[config.mk]
export PLATFORM = sky130hd
export DESIGN_NAME = noise_env_channel
export DESIGN_NICKNAME = d
export VERILOG_FILES = /design/src/rtl/nenv_pkg.sv /design/src/rtl/nenv_ctrl.sv /design/src/rtl/nenv_datapath.sv /design/src/rtl/noise_env_channel.sv
export SDC_FILE = /design/constraint.sdc
export NUM_CORES = 1
export LEC_CHECK = 0
export ABC_AREA = 0
export CAP_MARGIN = 0
export CORE_MARGIN = 4
export CORE_UTILIZATION = 54
export CTS_BUF_LIST = sky130_fd_sc_hd__clkbuf_16
export CTS_CLUSTER_SIZE = 10
export DETAILED_ROUTE_END_ITERATION = 8
export PLACE_DENSITY_LB_ADDON = 0.25
export SETUP_SLACK_MARGIN = 0.15
export SYNTH_ARGS = -nofsm -noshare
export SYNTH_HDL_FRONTEND = slang
export SYNTH_SLANG_ARGS = --single-unit
[constraint.sdc]
create_clock -name clk -period 3.6 [get_ports clk]
set_input_delay 0.36 -clock clk [delete_from_list [all_inputs] [get_ports clk]]
set_output_delay 0.36 -clock clk [all_outputs]
set_load 0.03 [all_outputs]
[src/rtl/nenv_pkg.sv]
package nenv_pkg;

  localparam int PHASE_W = 2;

  typedef enum logic [PHASE_W-1:0] {
    PH_DONE = 2'd0,
    PH_SUS  = 2'd1,
    PH_GAP  = 2'd2,
    PH_ATK  = 2'd3
  } phase_e;

  // one action per clock, selected by the control
  typedef struct packed {
    logic loadAttack;
    logic enterGap;
    logic enterSustain;
    logic releaseStep;
    logic countDown;
  } envStrobe_t;

endpackage

[src/rtl/nenv_ctrl.sv]
module nenv_ctrl
  import nenv_pkg::*;
(
  input  logic       clk,
  input  logic       rstN,
  input  logic       start,
  input  logic       tick,
  input  phase_e     phase,
  input  logic       lowZero,
  output envStrobe_t strobe
);

  always_comb begin
    strobe = '0;
    if (start) begin
      strobe.loadAttack = 1'b1;
    end else if (tick && phase != PH_DONE) begin
      if (lowZero) begin
        unique case (phase)
          PH_ATK:  strobe.enterGap     = 1'b1;
          PH_GAP:  strobe.enterSustain = 1'b1;
          default: strobe.releaseStep  = 1'b1;
        endcase
      end else begin
        strobe.countDown = 1'b1;
      end
    end
  end

  // a single action per cycle, never a count at a phase edge
  a_r3_one_action: assert property (@(posedge clk) disable iff (!rstN)
    $onehot0(strobe));

  // start always produces the attack load, whatever the tick does
  a_r10_start_wins: assert property (@(posedge clk) disable iff (!rstN)
    (start && tick) |-> !strobe.countDown && !strobe.releaseStep);

  // no tick and no start means no action
  a_r2_idle_quiet: assert property (@(posedge clk) disable iff (!rstN)
    (!start && !tick) |-> strobe == '0);

endmodule

[src/rtl/nenv_datapath.sv]
module nenv_datapath
  import nenv_pkg::*;
#(
  parameter int AMP_W = 4,
  parameter int DUR_W = 8,
  parameter int PRE_W = 4
) (
  input  logic             clk,
  input  logic             rstN,
  input  envStrobe_t       strobe,
  input  logic [AMP_W-1:0] atkAmp,
  input  logic [AMP_W-1:0] susAmp,
  input  logic [DUR_W-1:0] atkDur,
  input  logic [DUR_W-1:0] gapDur,
  input  logic [DUR_W-1:0] susDur,
  output phase_e           phase,
  output logic             lowZero,
  output logic [AMP_W-1:0] amp
);

  localparam int LOW_W = DUR_W + PRE_W;
  localparam int CNT_W = PHASE_W + LOW_W;
  localparam int MUL_W = AMP_W + 2;

  logic [CNT_W-1:0] cntQ, cntD;
  logic [AMP_W-1:0] ampQ, ampD;
  logic [MUL_W-1:0] scaled;
  logic [AMP_W-1:0] shrunk;

  assign phase   = phase_e'(cntQ[CNT_W-1 -: PHASE_W]);
  assign lowZero = (cntQ[LOW_W-1:0] == '0);
  assign amp     = ampQ;

  // three quarters with truncation
  assign scaled = MUL_W'(ampQ) + (MUL_W'(ampQ) << 1);
  assign shrunk = scaled[MUL_W-1:2];

  always_comb begin
    cntD = cntQ;
    ampD = ampQ;
    if (strobe.loadAttack) begin
      cntD = {PH_ATK, atkDur, {PRE_W{1'b0}}};
      ampD = atkAmp;
    end else if (strobe.enterGap) begin
      cntD = {PH_GAP, gapDur, {PRE_W{1'b0}}};
      ampD = '0;
    end else if (strobe.enterSustain) begin
      cntD = {PH_SUS, susDur, {PRE_W{1'b0}}};
      ampD = susAmp;
    end else if (strobe.releaseStep) begin
      ampD = shrunk;
      cntD = (shrunk == '0) ? '0 : {PH_SUS, {LOW_W{1'b1}}};
    end else if (strobe.countDown) begin
      cntD = cntQ - 1'b1;
    end
  end

  always_ff @(posedge clk or negedge rstN) begin
    if (!rstN) begin
      cntQ <= '0;
      ampQ <= '0;
    end else begin
      cntQ <= cntD;
      ampQ <= ampD;
    end
  end

  // a start lands the attack amplitude and the attack phase
  a_r1_start_load: assert property (@(posedge clk) disable iff (!rstN)
    strobe.loadAttack |=> (ampQ == $past(atkAmp)) && (phase == PH_ATK));

  // with no action the state holds
  a_r2_hold: assert property (@(posedge clk) disable iff (!rstN)
    (strobe == '0) |=> $stable(cntQ) && $stable(ampQ));

  // the gap is always silent
  a_r4_gap_silent: assert property (@(posedge clk) disable iff (!rstN)
    (phase == PH_GAP) |-> (ampQ == '0));

  // a release step never raises the level nor leaves sustain/done
  a_r6_release_shrinks: assert property (@(posedge clk) disable iff (!rstN)
    strobe.releaseStep |=> (ampQ <= $past(ampQ)) && (phase != PH_ATK) && (phase != PH_GAP));

  // a finished envelope is silent
  a_r9_done_silent: assert property (@(posedge clk) disable iff (!rstN)
    (phase == PH_DONE) |-> (ampQ == '0));

endmodule

[src/rtl/noise_env_channel.sv]
module noise_env_channel
  import nenv_pkg::*;
#(
  parameter int AMP_W = 4,
  parameter int DUR_W = 8,
  parameter int PRE_W = 4
) (
  input  logic             clk,
  input  logic             rstN,
  input  logic             tick,
  input  logic             noise,
  input  logic             start,
  input  logic [AMP_W-1:0] atkAmp,
  input  logic [AMP_W-1:0] susAmp,
  input  logic [DUR_W-1:0] atkDur,
  input  logic [DUR_W-1:0] gapDur,
  input  logic [DUR_W-1:0] susDur,
  output logic [AMP_W-1:0] level
);

  envStrobe_t       strobe;
  phase_e           phase;
  logic             lowZero;
  logic [AMP_W-1:0] amp;

  nenv_ctrl u_ctrl (
    .clk    (clk),
    .rstN   (rstN),
    .start  (start),
    .tick   (tick),
    .phase  (phase),
    .lowZero(lowZero),
    .strobe (strobe)
  );

  nenv_datapath #(
    .AMP_W(AMP_W),
    .DUR_W(DUR_W),
    .PRE_W(PRE_W)
  ) u_dp (
    .clk    (clk),
    .rstN   (rstN),
    .strobe (strobe),
    .atkAmp (atkAmp),
    .susAmp (susAmp),
    .atkDur (atkDur),
    .gapDur (gapDur),
    .susDur (susDur),
    .phase  (phase),
    .lowZero(lowZero),
    .amp    (amp)
  );

  // per-bit noise gating
  for (genvar i = 0; i < AMP_W; i++) begin : g_gate
    assign level[i] = amp[i] & noise;
  end

  // silent whenever noise is low
  a_r7_gate: assert property (@(posedge clk) disable iff (!rstN)
    !noise |-> (level == '0));

endmodule

==> results.json, run 1 <==
{
  "routed_wl_um": 4760,
  "slew_headroom_pct": 43.3,
  "fin_nets": 270,
  "ir_worst_vdd_uv": 231,
  "die_x_um": 63.8,
  "synth-main-ff-cell": "dfrtp_1",
  "grt_max_degree": 19,
  "track_usage_pct": 25.0,
  "ys_seq_area_share_pct": 26.7,
  "worstSetupStartpoint": "u_dp.amp[2]",
  "antenna_found_initial": 0,
  "synth_top_area_share_pct": 26.7,
  "synth.area.mux_share_pct": 2.53,
  "maxCapViolCount": 0,
  "cts_hold_buf": 0,
  "worstMarginPinSlew_ns": 0.848,
  "crit_arrival_ns": 2.94,
  "yosys.area.top_type": "dfrtp_1",
  "drtIter0Drc": 130,
  "postCtsSetupBuffers": 0,
  "ios": 41,
  "hold_path.class": "register to register",
  "max_stage_delay_ns": 0.62,
  "core_mm2": 0.00303,
  "portBuffers": 40,
  "routabilityCongestion": 0.873,
  "initial_core_util_pct": 55.6,
  "yosysUniqueCellTypes": 62,
  "grt_setup_unrepaired": "false",
  "seqCellArea_um2": 450,
  "cts_tree": "yes",
  "fp-row-count": 20,
  "yosys.area_share.simple_pct": 29.6,
  "timing.fmax_mhz": 356,
  "drc": 0,
  "drt.antenna.violating_nets": 0,
  "crit_type": "register to register",
  "cts_inserted_buffers": 3,
  "synth_compound_area_share_pct": 29.7,
  "setup.worst_path.end_class": "register",
  "netlist_instances": 191,
  "crit_path_max_fanout": 7,
  "ys_ff_latch": 18,
  "multi_input_area_mm2": 0.00117,
  "worstPathRequired_ns": 3.74,
  "die_area_mm2": 0.00408,
  "cts_root_buffer": "clkbuf_16",
  "synthAdderAreaFrac_pct": 4.90,
  "synth_area_mm2": 0.00168,
  "timing.setup.tns_ns": 0,
  "via_per_inst": 6.31,
  "p_leak_nw": 0.856,
  "num_vias": 1704,
  "die_h_um": 63.8,
  "clock-sinks": 18,
  "routedWlPerCell_um": 17.6,
  "fin_worst_skew_ns": 0.00187,
  "insertion_delay_ns": 0.25,
  "fillers": 246,
  "grt_pass1_vias": 1701,
  "status": "finished clean",
  "htree_levels": 1,
  "area_growth_pct": 29.9,
  "n_antenna_cell": 0,
  "yosys_warnings": 0,
  "syn_area_per_cell_um2": 8.82,
  "firstDrtPassIters": 4,
  "fin_area_mm2": 0.00219,
  "drive_gt1_share_pct": 7.08,
  "grt_pass1_wl_um": 8250,
  "instances_no_fill": 270,
  "synth-async-reset-ratio_pct": 100,
  "path_clk_slew_ns": 0.06,
  "setup-violations-final": 0,
  "cts_resized": 0,
  "setup.worst_path.start_class": "register",
  "hold_viol": 0,
  "synthesis.nets": 234,
  "worst_path_max_delay_cell": "a2111oi_1",
  "crit_path_cell_trace": "inv_1 > ha_1 > and4b_1 > or4_4 > a2111oi_1 > nor4_1 > o221a_1",
  "layout_min_cycle_time_ns": 2.81,
  "power_density_mw_per_mm2": 370,
  "clockBufferDepth": 2,
  "maxSlewViolCount": 0,
  "hp-start": "u_dp.cntQ[1]",
  "synth_xor_area_share_pct": 2.60,
  "grt-ovfl-total": 0,
  "synth_top_family_by_area": "compound AO/OA/AOI/OAI gates",
  "synth_area_leaders": "dfrtp_1 27%, ha_1 3.7%, nand2_1 3.6%, and2_1 2.6%, o221ai_1 2.6%",
  "post_dp_cell_area_mm2": 0.00211,
  "r2r_start": "u_dp.amp[2]",
  "dp_hpwl_um": 3640,
  "finalCritPeriodShare_pct": 77.9,
  "synth_edf_count": 0,
  "dp.cells": 266
}
[cell type report]
type,instances,area share (%)
timing repair buffer,41,18.6
sequential,18,20.6
tap,44,2.52
multi-input combinational,156,53.4
clock inverter,1,0.172
clock buffer,3,3.43
inverter,7,1.20
[report_power, final]
part           internal [mW]  total, mW  switching (mW)  leakage [nW]
clock                  0.148      0.232          0.0837        0.0385
sequential             0.233      0.298          0.0650         0.212
combinational          0.150      0.280           0.130         0.605
[metal layers]
| layer | vias to the layer above | track usage [%] | wire length, um |
|---|---|---|---|
| met2 | 77 | 40.5 | 2240 |
| met3 | 14 | 4.57 | 385 |
| met1 | 789 | 32.9 | 2020 |
| li1 | 824 | - | - |
| met4 | 0 | 9.70 | 117 |
| met5 | - | 0 | 0 |
[Yosys cell counts, types with 5 or more instances]
master and number:
nand2_1 16, ha_1 5, nor2_1 11, nor3_1 5, dfrtp_1 18, a21oi_1 7
o221ai_1 5, and2_1 7, inv_1 7, clkbuf_1 7, o21ai_0 5
[flip-flops by register name (all words and copies together), names as in the netlist]
signal,flops
u_dp.amp,4
u_dp.cntQ,14
[logic make-up after synthesis]
group           after synthesis
buf+inv                      17
fa+ha+maj                     6
xor+xnor                      5
flops                        18
mux                           4
compound gates               63
simple gates                 78
[critical path, delay by kind of cell, from the launching register on]
kind	cells	cell delay (ns)
fa+ha+maj	1	0.37
compound gates	2	0.86
flops	1	0.48
simple gates	3	0.91
buf+inv	1	0.08
[path summary, 6_finish.rpt]
| check | endpoint | slack (ns) | cells past startpoint |
|---|---|---|---|
| min in group asynchronous | u_dp.cntQ[13] | 0.59 | 1 |
| hold / removal | u_dp.cntQ[1] | 0.58 | 1 |
| setup reg to reg | u_dp.cntQ[9] | 0.79 | 7 |
| max in group asynchronous | u_dp.amp[1] | 2.48 | 1 |
| hold reg to reg | u_dp.cntQ[1] | 0.58 | 1 |
| setup / recovery | u_dp.cntQ[9] | 0.79 | 7 |
[metrics by stage]
| step | worst slack, ns | util (%) | hold WS, ns | power, mW |
|---|---|---|---|---|
| detailed placement | 0.786 | 69.6 | 0.569 | 0.576 |
| global route | 0.588 | 72.2 | 0.617 | 0.860 |
| floorplan | 1.19 | - | 0.0644 | 0.481 |
| CTS | 0.794 | 72.2 | 0.580 | 0.810 |
| finish | 0.794 | 72.2 | 0.578 | 0.809 |
| global placement | 0.851 | 69.6 | 0.543 | 0.566 |
[cells in the final DEF (no fill, tap or decap), types with 3 or more instances in the layout]
cell	synthesis	routed
clkdlybuf4s50_1	0	40
dfrtp_1	18	18
nand2_1	16	16
nor2_1	11	11
inv_1	7	7
and2_1	7	7
a21oi_1	7	7
o21ai_0	5	5
nor3_1	5	5
o221ai_1	5	5
ha_1	5	5
nor4_1	4	4
or3_1	4	4
a31oi_1	4	4
a211oi_1	4	4
xnor2_1	4	4
o22ai_1	4	4
nor2b_1	3	3
nor3b_1	3	3
o221a_1	3	3
a2bb2oi_1	3	3
nand2b_1	3	3
o31ai_1	3	3
clkbuf_16	0	3
Power figures use the tool's default switching activity.
==> inputs of run 2 (changes only) <==
Settings changed: CORE_UTILIZATION 54 to 45.
Clock period 3.6 ns to 2.4 ns, I/O delays scaled along.
==> run 2 against run 1 <==
  * Via count up 9.8%
  * Critical path depth up 1
  * Clock power up 45%
  * Highest routed layer unchanged
  * Register-to-register slack worse by 0.69 ns
  * Setup slack worse by 0.69 ns
  * First-iteration DRC count up 20%
  * Sequential share of layout area down 3.0 points
  * Critical endpoint is now u_dp.cntQ[3]
  * Clock skew up 0.00072 ns
  * Power up 65%
  * Largest cell class unchanged
  * Core utilization up 2.3 points
  * Maximum frequency up 22%
==> results.json, run 2 (synthesis results as in run 1) <==
{
  "endpoint": "u_dp.cntQ[3]",
  "die_x_um": 69.2,
  "ios": 41,
  "hold_path.class": "input port to async pin",
  "routedWlPerCell_um": 18.5,
  "worst_slack_ns": 0.108,
  "grt_max_degree": 11,
  "clock-sinks": 18,
  "dp.cells": 287,
  "fin_nets": 302,
  "r2r-end": "u_dp.cntQ[3]",
  "layout_min_cycle_time_ns": 2.29,
  "met2WireLength_um": 2770,
  "crit_path_max_fanout": 6,
  "fin_area_mm2": 0.00258,
  "fillers": 256,
  "grt_pass1_vias": 1882,
  "track_usage_pct": 23.1,
  "die_h_um": 69.2,
  "post_dp_cell_area_mm2": 0.00227,
  "crit_arrival_ns": 2.43,
  "setup-violations-final": 0,
  "drive_gt1_share_pct": 28.3,
  "area_growth_pct": 53.4,
  "finalPower_mw": 1.34,
  "initial_core_util_pct": 48.6,
  "num_vias": 1871,
  "path_clk_slew_ns": 0.05,
  "antenna_found_initial": 0,
  "cts_root_buffer": "clkbuf_16",
  "worst_r2r_path_depth": 8,
  "fin_util_pct": 74.5,
  "timing.fmax_mhz": 436,
  "r2r_start": "u_dp.amp[2]",
  "dp_hpwl_um": 3850,
  "cts_tree": "yes",
  "hold_viol": 0,
  "grt_pass1_wl_um": 9270,
  "drt-met1-wl_um": 2440,
  "maxSlewViolCount": 0,
  "wl_met3_um": 359,
  "insertion_delay_ns": 0.25,
  "finalCritPeriodShare_pct": 95.5,
  "cts_inserted_buffers": 3,
  "n_antenna_cell": 0,
  "max_stage_delay_ns": 0.56,
  "p_leak_nw": 1.02,
  "setup.worst_path.start_class": "register",
  "fin_worst_skew_ns": 0.00259,
  "firstDrtPassIters": 4,
  "place_ws_ns": -0.0109,
  "worst_path_max_delay_cell": "or4_4",
  "final_cell_mix": "40 x clkdlybuf4s50_1, 31 x buf_4, 15 x nand2_1, 15 x dfrtp_1, 10 x nor2_1",
  "portBuffers": 40,
  "core_mm2": 0.00347,
  "die_area_mm2": 0.00479,
  "maxCapViolCount": 0,
  "grt_setup_unrepaired": "true",
  "worstPathRequired_ns": 2.54,
  "grt-ovfl-total": 0,
  "power_density_mw_per_mm2": 518,
  "worstMarginPinSlew_ns": 0.470,
  "fp-row-count": 21,
  "setup.worst_path.end_class": "register",
  "crit_path_cell_trace": "inv_2 > ha_4 > and4b_1 > or4_4 > a211oi_4 > buf_4 > a211oi_2 > o22a_1",
  "top_layer": "met4",
  "timing.setup.tns_ns": 0,
  "max_flop_register": "u_dp.cntQ",
  "worstSetupStartpoint": "u_dp.amp[2]",
  "drt.antenna.violating_nets": 0,
  "crit_type": "register to register",
  "holdWs_ns": 0.314,
  "r2r_setup_slack_ns": 0.11,
  "clockBufferDepth": 2,
  "largest_register_ffs": 14,
  "status": "finished clean",
  "drtIter0Drc": 156,
  "layout_commonest_cell": "clkdlybuf4s50_1",
  "via_per_inst": 6.15,
  "instances_no_fill": 304,
  "htree_levels": 1,
  "routabilityCongestion": 0.851,
  "ir_worst_vdd_uv": 551,
  "routed_wl_um": 5630,
  "slew_headroom_pct": 68.6,
  "drc": 0
}
run 2: layer usage:
layer,up-vias,global-route usage (%)
met3,6,4.78
li1,885,-
met4,0,5.86
met1,905,31.2
met5,-,0
met2,75,37.6
run 2: worst min path at each step:
stage / startpoint / to / slack, ns / depth (start not counted)
final: rstN / u_dp.cntQ[13] / 0.31 / 1
after floorplan: rstN / u_dp.amp[0] / -0.06 / 0
after global routing: rstN / u_dp.cntQ[13] / 0.35 / 1
after CTS: rstN / u_dp.cntQ[0] / 0.31 / 1
after detailed placement: u_dp.cntQ[1] / u_dp.cntQ[1] / 0.57 / 1
after global placement: u_dp.cntQ[1] / u_dp.cntQ[1] / 0.56 / 1
run 2: timing repair:
action | 4_1_cts | 5_1_grt
hold buffers | 0 | 0
gates resized for setup | 6 | 21
buffers inserted | 10 | 2
cloned | 1 | 0
pin swaps | 15 | 8
hold endpoints to repair | 0 | 0
endpoints found under the setup margin | 16 | 17
run 2: area by class of cell:
type / count / area (um^2) / area share, %
sequential: 18 / 454 / 17.6
clock buffer: 3 / 75.1 / 2.91
timing repair buffer: 72 / 644 / 24.9
inverter: 7 / 26.3 / 1.02
multi-input combinational: 157 / 1320 / 51.2
tap: 46 / 57.6 / 2.23
clock inverter: 1 / 3.75 / 0.145
run 2: power by group:
| part | switching (mW) | internal, mW |
|---|---|---|
| Combinational | 0.258 | 0.293 |
| Sequential | 0.102 | 0.351 |
| Clock | 0.115 | 0.222 |
run 2: worst max-delay path: cells and delay by family (launching register included):
kind                     cells  cell delay (ns)
AO/OA/AOI/OAI                3             0.52
adder cells (fa/ha/maj)      1             0.26
buffers and inverters        2             0.23
flip-flops                   1             0.41
AND/OR/NAND/NOR              2             0.76
==> inputs of run 3 (changes only) <==
Settings changed: HOLD_SLACK_MARGIN from default to 0.06.
==> results of run 3 <==
Same layout as run 2: the final DEF is identical, and so are final timing and power.
